[src/rtl/ee_seq_pkg.sv]
package ee_seq_pkg;
  typedef enum logic [2:0] {
    CMD_START  = 3'd0,
    CMD_RSTART = 3'd1,
    CMD_STOP   = 3'd2,
    CMD_WRITE  = 3'd3,
    CMD_READ   = 3'd4
  } eng_cmd_e;

  typedef enum logic [3:0] {
    ST_IDLE, ST_START, ST_DEV, ST_OFS, ST_DATA,
    ST_STOP, ST_WAIT, ST_RSTART, ST_RDEV, ST_READ
  } seq_state_e;
endpackage

[src/rtl/ee_seq_wait.sv]
module ee_seq_wait #(
  parameter int WAIT_CYC = 1000
) (
  input  logic clk,
  input  logic rst_n,
  input  logic run,
  output logic fin
);
  localparam int WW = $clog2(WAIT_CYC + 1);
  logic [WW-1:0] cnt_q, cnt_d;

  always_comb begin
    cnt_d = cnt_q;
    if (!run) cnt_d = '0;
    else      cnt_d = cnt_q + 1'b1;
  end

  always_ff @(posedge clk or negedge rst_n) begin
    if (!rst_n) cnt_q <= '0;
    else        cnt_q <= cnt_d;
  end

  assign fin = run && (cnt_q == WW'(WAIT_CYC - 1));
endmodule

[src/rtl/ee_seq_track.sv]
module ee_seq_track #(
  parameter int OFS_W = 16,
  parameter int LEN_W = 8,
  parameter int PAGE  = 8
) (
  input  logic             clk,
  input  logic             rst_n,
  input  logic             load,
  input  logic [OFS_W-1:0] ld_ofs,
  input  logic [LEN_W-1:0] ld_len,
  input  logic             adv,
  output logic [OFS_W-1:0] cur_ofs,
  output logic [LEN_W-1:0] remain,
  output logic [LEN_W-1:0] moved,
  output logic             last,
  output logic             page_end
);
  localparam int PB = $clog2(PAGE);
  logic [OFS_W-1:0] ofs_d;
  logic [LEN_W-1:0] rem_d, mov_d;

  always_comb begin
    ofs_d = cur_ofs;
    rem_d = remain;
    mov_d = moved;
    if (load) begin
      ofs_d = ld_ofs;
      rem_d = ld_len;
      mov_d = '0;
    end else if (adv) begin
      ofs_d = cur_ofs + 1'b1;
      rem_d = remain - 1'b1;
      mov_d = moved + 1'b1;
    end
  end

  always_ff @(posedge clk or negedge rst_n) begin
    if (!rst_n) begin
      cur_ofs <= '0;
      remain  <= '0;
      moved   <= '0;
    end else begin
      cur_ofs <= ofs_d;
      remain  <= rem_d;
      moved   <= mov_d;
    end
  end

  assign last     = (remain == LEN_W'(1));
  assign page_end = &cur_ofs[PB-1:0];
endmodule

[src/rtl/ee_page_seq.sv]
module ee_page_seq
  import ee_seq_pkg::*;
#(
  parameter int OFS_BYTES = 2,
  parameter int LEN_W     = 8,
  parameter int PAGE      = 8,
  parameter int WAIT_CYC  = 330000
) (
  input  logic                   clk,
  input  logic                   rst_n,
  input  logic                   req_valid,
  input  logic                   req_read,
  input  logic [6:0]             req_dev,
  input  logic [8*OFS_BYTES-1:0] req_ofs,
  input  logic [LEN_W-1:0]       req_len,
  input  logic [7:0]             wr_data,
  output logic                   wr_take,
  output logic                   rd_valid,
  output logic [7:0]             rd_data,
  output logic                   busy,
  output logic                   done,
  output logic [LEN_W-1:0]       done_cnt,
  output logic                   done_err,
  input  logic                   arb_lost,
  output logic                   arb_clr,
  output logic                   cmd_valid,
  output logic [2:0]             cmd,
  output logic [7:0]             cmd_data,
  output logic                   cmd_last,
  input  logic                   eng_done,
  input  logic                   eng_ok,
  input  logic [7:0]             eng_rdata
);
  localparam int OFS_W = 8 * OFS_BYTES;

  seq_state_e       state, state_d;
  logic             pend, pend_d, abort, abort_d, rd_mode, rd_d;
  logic [0:0]       idx, idx_d;
  logic [6:0]       dev, dev_d;
  logic             done_d, err_d, rdv_d, clr_d, load, adv;
  logic [LEN_W-1:0] cnt_d;
  logic [7:0]       rdat_d, ofs_byte;
  logic [OFS_W-1:0] cur_ofs;
  logic [LEN_W-1:0] remain, moved;
  logic             last, page_end, wait_fin, issue, fin;
  eng_cmd_e         cmd_e;

  ee_seq_track #(.OFS_W(OFS_W), .LEN_W(LEN_W), .PAGE(PAGE)) u_track (
    .clk(clk), .rst_n(rst_n), .load(load), .ld_ofs(req_ofs), .ld_len(req_len),
    .adv(adv), .cur_ofs(cur_ofs), .remain(remain), .moved(moved),
    .last(last), .page_end(page_end));

  ee_seq_wait #(.WAIT_CYC(WAIT_CYC)) u_wait (
    .clk(clk), .rst_n(rst_n), .run(state == ST_WAIT), .fin(wait_fin));

  generate
    if (OFS_BYTES == 1) begin : g_ofs1
      assign ofs_byte = cur_ofs[7:0];
    end else begin : g_ofs2
      assign ofs_byte = idx[0] ? cur_ofs[15:8] : cur_ofs[7:0];
    end
  endgenerate

  assign busy  = (state != ST_IDLE);
  assign issue = busy && (state != ST_WAIT) && !pend;
  assign fin   = pend && eng_done;

  // command decode per state
  always_comb begin
    cmd_e    = CMD_STOP;
    cmd_data = 8'h00;
    cmd_last = 1'b0;
    wr_take  = 1'b0;
    unique case (state)
      ST_START:  cmd_e = CMD_START;
      ST_DEV:    begin cmd_e = CMD_WRITE; cmd_data = {dev, 1'b0}; end
      ST_OFS:    begin cmd_e = CMD_WRITE; cmd_data = ofs_byte; end
      ST_DATA:   begin cmd_e = CMD_WRITE; cmd_data = wr_data; wr_take = issue; end
      ST_RSTART: cmd_e = CMD_RSTART;
      ST_RDEV:   begin cmd_e = CMD_WRITE; cmd_data = {dev, 1'b1}; end
      ST_READ:   begin cmd_e = CMD_READ; cmd_last = last; end
      default:   cmd_e = CMD_STOP;
    endcase
  end
  assign cmd_valid = issue;
  assign cmd       = cmd_e;

  // next-state logic
  always_comb begin
    state_d = state;   pend_d = pend;     abort_d = abort;
    rd_d    = rd_mode; dev_d  = dev;      idx_d   = idx;
    done_d  = 1'b0;    err_d  = 1'b0;     cnt_d   = done_cnt;
    rdv_d   = 1'b0;    rdat_d = rd_data;  clr_d   = 1'b0;
    load    = 1'b0;    adv    = 1'b0;
    if (issue) pend_d = 1'b1;
    case (state)
      ST_IDLE: if (req_valid) begin
        if (arb_lost) begin
          clr_d = 1'b1; done_d = 1'b1; err_d = 1'b1; cnt_d = '0;
        end else if (req_len == '0) begin
          done_d = 1'b1; cnt_d = '0;
        end else begin
          load = 1'b1; rd_d = req_read; dev_d = req_dev;
          abort_d = 1'b0; state_d = ST_START;
        end
      end
      ST_WAIT: if (wait_fin) begin
        if (remain == '0) begin
          done_d = 1'b1; cnt_d = moved; state_d = ST_IDLE;
        end else state_d = ST_START;
      end
      default: if (fin) begin
        pend_d = 1'b0;
        if (!eng_ok && state != ST_STOP) begin
          abort_d = 1'b1; state_d = ST_STOP;
        end else if (!eng_ok) begin
          done_d = 1'b1; err_d = 1'b1; cnt_d = moved; state_d = ST_IDLE;
        end else begin
          case (state)
            ST_START: state_d = ST_DEV;
            ST_DEV: begin idx_d = 1'(OFS_BYTES - 1); state_d = ST_OFS; end
            ST_OFS:
              if (idx != '0)   idx_d = idx - 1'b1;
              else if (rd_mode) state_d = ST_RSTART;
              else              state_d = ST_DATA;
            ST_DATA: begin
              adv = 1'b1;
              if (last || page_end) state_d = ST_STOP;
            end
            ST_STOP:
              if (abort || rd_mode) begin
                done_d = 1'b1; err_d = abort; cnt_d = moved; state_d = ST_IDLE;
              end else state_d = ST_WAIT;
            ST_RSTART: state_d = ST_RDEV;
            ST_RDEV:   state_d = ST_READ;
            ST_READ: begin
              adv = 1'b1; rdv_d = 1'b1; rdat_d = eng_rdata;
              if (last) state_d = ST_STOP;
            end
            default: state_d = ST_IDLE;
          endcase
        end
      end
    endcase
  end

  always_ff @(posedge clk or negedge rst_n) begin
    if (!rst_n) begin
      state <= ST_IDLE; pend <= 1'b0; abort <= 1'b0; rd_mode <= 1'b0;
      dev <= '0; idx <= '0; done <= 1'b0; done_err <= 1'b0; done_cnt <= '0;
      rd_valid <= 1'b0; rd_data <= '0; arb_clr <= 1'b0;
    end else begin
      state <= state_d; pend <= pend_d; abort <= abort_d; rd_mode <= rd_d;
      dev <= dev_d; idx <= idx_d; done <= done_d; done_err <= err_d;
      done_cnt <= cnt_d; rd_valid <= rdv_d; rd_data <= rdat_d; arb_clr <= clr_d;
    end
  end
endmodule

[config.mk]
export PLATFORM = sky130hd
export DESIGN_NAME = ee_page_seq
export DESIGN_NICKNAME = d
export VERILOG_FILES = /design/src/rtl/ee_seq_pkg.sv /design/src/rtl/ee_seq_wait.sv /design/src/rtl/ee_seq_track.sv /design/src/rtl/ee_page_seq.sv
export SDC_FILE = /design/constraint.sdc
export NUM_CORES = 1
export LEC_CHECK = 0
export BUFFER_PORTS_ARGS = -buffer_cell sky130_fd_sc_hd__buf_4
export CAP_MARGIN = 40
export CORE_ASPECT_RATIO = 1.5
export CORE_UTILIZATION = 28
export CTS_CLUSTER_DIAMETER = 50
export CTS_CLUSTER_SIZE = 40
export DETAILED_ROUTE_END_ITERATION = 10
export GPL_TIMING_DRIVEN = 0
export PLACE_DENSITY = 0.47
export SLEW_MARGIN = 20
export SYNTH_ARGS = -nofsm -noshare
export SYNTH_HDL_FRONTEND = slang
export SYNTH_HIERARCHICAL = 1
export SYNTH_SLANG_ARGS = --single-unit
[constraint.sdc]
create_clock -name clk -period 3.1 [get_ports clk]
set_input_delay 0.31 -clock clk [delete_from_list [all_inputs] [get_ports clk]]
set_output_delay 0.31 -clock clk [all_outputs]
set_load 0.02 [all_outputs]
# == Yosys cells after proc, flatten, opt, wreduce, memory -nomap -nowiden ==
# Cells that the tools add are included.
# classes
bitwise,5
mux,83
n_addsub,5
eq_ne,25
reduce_logical,28
# op_table
cell,n
$mux 8,15
$mux 1,44
$mux 4,10
$mux 16,2
$pmux 4 s8,1
$pmux 8 s4,1
$add 19x1->19 const B,1
$eq 19x19->1 const B,1
$mux 19,1
$add 16x1->16 const B,1
$eq 4x3->1 const B,4
$logic_not 8->1,2
$pmux 8 s2,1
$reduce_and 8->1,2
$ne 6x5->1 const B,2
$pmux 3 s4,1
$ne 2x2->1 const B,5
$reduce_and 5->1,2
$add 8x1->8 const B,1
$eq 4x2->1 const B,2
$eq 4x4->1 const B,2
$eq 8x1->1 const B,1
$ne 4x1->1 const B,2
$ne 4x3->1 const B,2
other kinds (23),40
# totals
output_inout_bits,35
word_cells,162
reg_bits,86

# == Depth between registers and ports, before layout ==
# logic_depth
word_depth,9
depth_mapped,10
ltp_nobuf,8

# == Hierarchy ==
# Netlist, hierarchy kept.
# by_module_without_submodules
mod,cells_per_inst,area_each_um2,instances,seq_area_each_um2
ee_page_seq,214,2139.6,1,875.8
ee_seq_track,177,1715.4,1,800.8
ee_seq_wait,100,1062.3,1,475.5

# == Worst setup path after synthesis ==
# Ideal clock, no wire load.
# synth_path
kind,reg-to-reg
start,register state[3]
end,register state[2]
stages_incl_launch_ff,9
t_arrival_ns,2.483
setup_time_ns,0.125
required_time_ns,2.975
period_less_slack_ns,2.608
n_path_buf,1
setup_slack_ns,0.492
cell_sequence,dfrtp_1 > buf_4 > nand4bb_4 > inv_1 > or4bb_1 > nor4_1 > o22ai_2 > a311oi_4 > mux2_4
# synth_via
word_cells_on_any_way,27
cone_classes,17 x eq/ne; 5 x mux; 5 x reduce/logical
# synth_lines
element,line_no,text
from (decl),ee_page_seq.sv:36,"seq_state_e state, state_d;"
from (signal assigned),ee_page_seq.sv:153,state <= state_d; pend <= pend_d; abort <= abort_d; rd_mode <= rd_d;
$eq 4x3->1,ee_page_seq.sv:54,".clk(clk), .rst_n(rst_n), .run(state == ST_WAIT), .fin(wait_fin));"
$logic_and 1x1->1,ee_seq_wait.sv:23,assign fin = run && (cnt_q == WW'(WAIT_CYC - 1));
named net wait_fin,ee_page_seq.sv:45,"logic last, page_end, wait_fin, issue, fin;"
$ne 2x2->1 (no source line),--,
$reduce_and 8->1 (no source line),--,
# The timed path passes the listed nets, and every way through them passes these cells. The select of a mux whose other input is x is not followed.
# A chain may end at the register's enable or synchronous reset.

# == Final worst setup path ==
# Ends and elaborated chain as after synthesis.

==> results.json <==
{
  "clock_path_buffers": 2,
  "drive_gt1_share_pct": 27.7,
  "relSlewSlack_pct": 43.8,
  "cp-start-kind": "flip-flop",
  "grtUsageMet1_pct": 18.4,
  "end_kind": "flip-flop",
  "grt_pass1_wl_mm": 20.7,
  "synth_area_leader_cell": "dfrtp_1",
  "cts_tree": "built",
  "syn-num-nets": 552,
  "clock_latency_ns": 0.35,
  "rsz0062_at_grt": "false",
  "synth_top_family_by_area": "simple AND/OR/NAND/NOR gates",
  "cp_max_fo": 9,
  "p_leak_nw": 2.67,
  "synth_edf_count": 0,
  "synth.area.mux_share_pct": 9.44,
  "drcViolationCount": 0,
  "cp_data_required_time_ns": 3.33,
  "post_cts_resized": 0,
  "nets": 652,
  "ys_types": 64,
  "dp.final_hpwl_mm": 9.26,
  "avgSynthCellArea_um2": 10.0,
  "synthXorXnorAreaFrac_pct": 7.12,
  "drt_iter0_markers": 146,
  "cap_violations": 0,
  "vias": 3950,
  "grt_usage_pct": 15.0,
  "power.total_w": 0.00490,
  "grt_start_max_net_pins": 87,
  "num_rows": 59,
  "synth_ff_type": "dfrtp_1",
  "worst_clock_skew_ns": 0.00991,
  "fp.coreArea_um2": 17300,
  "cts.sinks": 86,
  "synth-seq-cells": 86,
  "ctsHtreeMaxLevel": 3,
  "syn-instance-count": 491,
  "dieHeight_um": 164,
  "dieArea_um2": 18100,
  "place_congestion": 0.840,
  "post-route-period-util_pct": 94.5,
  "yosys-top-cells-area": "dfrtp_1 (44%), mux2i_1 (4.5%), nand2_1 (4.4%)",
  "io_pins": 89,
  "hp-class": "input pin to flip-flop",
  "portBuffers": 87,
  "cp.arrival_ns": 3.16,
  "grt_pass1_vias": 3934,
  "cts_root_buffer": "clkbuf_16",
  "synthAdderAreaFrac_pct": 1.78,
  "worstSetupPathType": "flip-flop to flip-flop",
  "grt-ovfl-total": 0,
  "grt_antenna_before_repair": 0,
  "maxSlewViolCount": 0,
  "wirelength_mm": 12.5,
  "start_util_pct": 28.5,
  "ant_nets": 0,
  "finalSetupTns_ns": 0,
  "clock.fmax_ghz": 0.342,
  "cts_made_buffers": 9,
  "dr.pass1.iters": 5,
  "use_met2_pct": 26.1,
  "synthArstFlopShare_pct": 100,
  "setup_viol": 0,
  "hold_viol": 0,
  "wl_per_cell_um": 15.5,
  "die_w_um": 110,
  "gr-max-usage-layer": "met2",
  "seq_area_frac_synth_pct": 43.8,
  "path_clk_slew_ns": 0.07,
  "fin_crit_ns": 2.93,
  "synthSimpleGateAreaFrac_pct": 23.2,
  "synth_compound_area_share_pct": 10.4,
  "powerDensity_nw_per_um2": 793,
  "use_met3_pct": 3.21,
  "outcome": "finished clean",
  "ir_drop_v": 0.000349,
  "diodes": 0,
  "worstMarginPinSlew_ns": 0.836,
  "via_per_inst": 4.88,
  "synthesis.area_um2": 4920,
  "synth_top_area_share_pct": 43.8,
  "ys_warn_count": 6,
  "syn2layout_area_growth_pct": 25.8
}
## kinds of logic after synthesis
| group | count (synthesis) |
|---|---|
| AND/OR/NAND/NOR | 192 |
| multiplexers | 43 |
| adder cells (fa/ha/maj) | 7 |
| buffers and inverters | 47 |
| XOR/XNOR | 40 |
| AO/OA/AOI/OAI | 76 |
| flip-flops | 86 |
## critical path, stage by stage (launching register included)
cell and delay [ns]:
dfrtp_1 0.36, buf_4 0.17, nand4bb_4 0.25, inv_1 0.17, or4bb_1 0.41, nor4_1 0.49, o22ai_2 0.19, a311oi_4 0.43
mux2_4 0.33
## where the power goes
part	leakage, nW	total [W]	switching [W]	internal [W]
clock network	0.143	0.00112	0.000491	0.000633
registers	1.13	0.00178	0.000333	0.00144
logic	1.40	0.00200	0.00109	0.000917
total	2.67	0.00490	0.00191	0.00299
## stage by stage
step                      util [%]  setup WS (ns)  cells  hold WS, ns  cell area [um2]
after floorplan                  -          0.492    491       0.0144             4920
after global placement        33.8          0.115    791        0.476             5840
after detailed placement      33.8          0.117    791        0.458             5840
after CTS                     35.6          0.112    807       0.0732             6150
after global routing          35.8         0.0297    809        0.175             6180
final                         35.8          0.172    809        0.163             6180
## cells in the final DEF (no fill, tap or decap), types with 5 or more instances in the layout
cell type	synthesis	final
nor2_1	26	26
xor2_1	17	17
a21oi_1	12	12
ha_1	7	7
buf_2	8	8
mux2_2	18	18
buf_4	3	89
nand3_1	9	9
clkbuf_16	0	9
nand2b_1	6	6
nor2b_1	6	6
nand2_1	57	57
nor4_2	6	6
xnor2_1	23	23
clkbuf_1	11	11
or3_1	5	5
o21ai_0	31	31
nand4_1	14	14
nor3_1	12	12
mux2i_1	22	22
dfrtp_1	86	86
a221o_1	7	7
inv_1	21	21
and2_1	17	17
nor4_1	6	6
## final cells by class
type	instances	area, um2
Inverter	22	82.6
Clock inverter	7	80.1
Clock buffer	9	225
Timing Repair Buffer	89	694
Tap cell	213	267
Multi-Input combinational cell	358	2550
Fill cell	1820	11100
Sequential cell	86	2150
Buffer	25	130
## path summary, 6_finish.rpt
path                                        start                              to  slack [ns]  cells after the start
max in group asynchronous                   rst_n               abort$_DFFE_PN0P_        2.16                      3
setup / recovery             state[3]$_DFFE_PN0P_            state[2]$_DFFE_PN0P_        0.17                      8
setup reg to reg             state[3]$_DFFE_PN0P_            state[2]$_DFFE_PN0P_        0.17                      8
min in group asynchronous                   rst_n    u_track/moved[4]$_DFFE_PN0P_        0.33                      2
hold reg to reg            rd_data[7]$_DFFE_PN0P_          rd_data[7]$_DFFE_PN0P_        0.50                      1
hold / removal                         req_ofs[7]  u_track/cur_ofs[7]$_DFFE_PN0P_        0.16                      3
## timing repair
action / 4_1_cts / 5_1_grt
endpoints found under the hold margin: 0 / 11
setup endpoints to repair: 0 / 0
hold buffers: 0 / 1
buffers inserted: 0 / 0
## synth_stat cells, drive strengths merged (11+ instances only)
| cell | instances |
|---|---|
| o21ai | 36 |
| buf | 14 |
| nand4 | 16 |
| xnor2 | 23 |
| nor4 | 14 |
| clkbuf | 11 |
| nor3 | 17 |
| mux2i | 22 |
| nor2 | 27 |
| nand2 | 59 |
| mux2 | 21 |
| inv | 22 |
| and2 | 17 |
| dfrtp | 86 |
| xor2 | 17 |
| a21oi | 12 |
## registers in the layout (all words and copies together), names as in the netlist, 4 cells and up, named ones only
register         count
dev                  7
state                4
u_wait/cnt_q        19
rd_data              8
u_track/cur_ofs     16
done_cnt             8
u_track/remain       8
u_track/moved        8
## per-layer routing
layer / vias to the layer above / wire length (um)
met4: 0 / 195
met2: 84 / 6640
met3: 10 / 465
li1: 1938 / -
met5: - / 0
met1: 1918 / 5250
No activity file was read; power rests on OpenSTA's default activity.
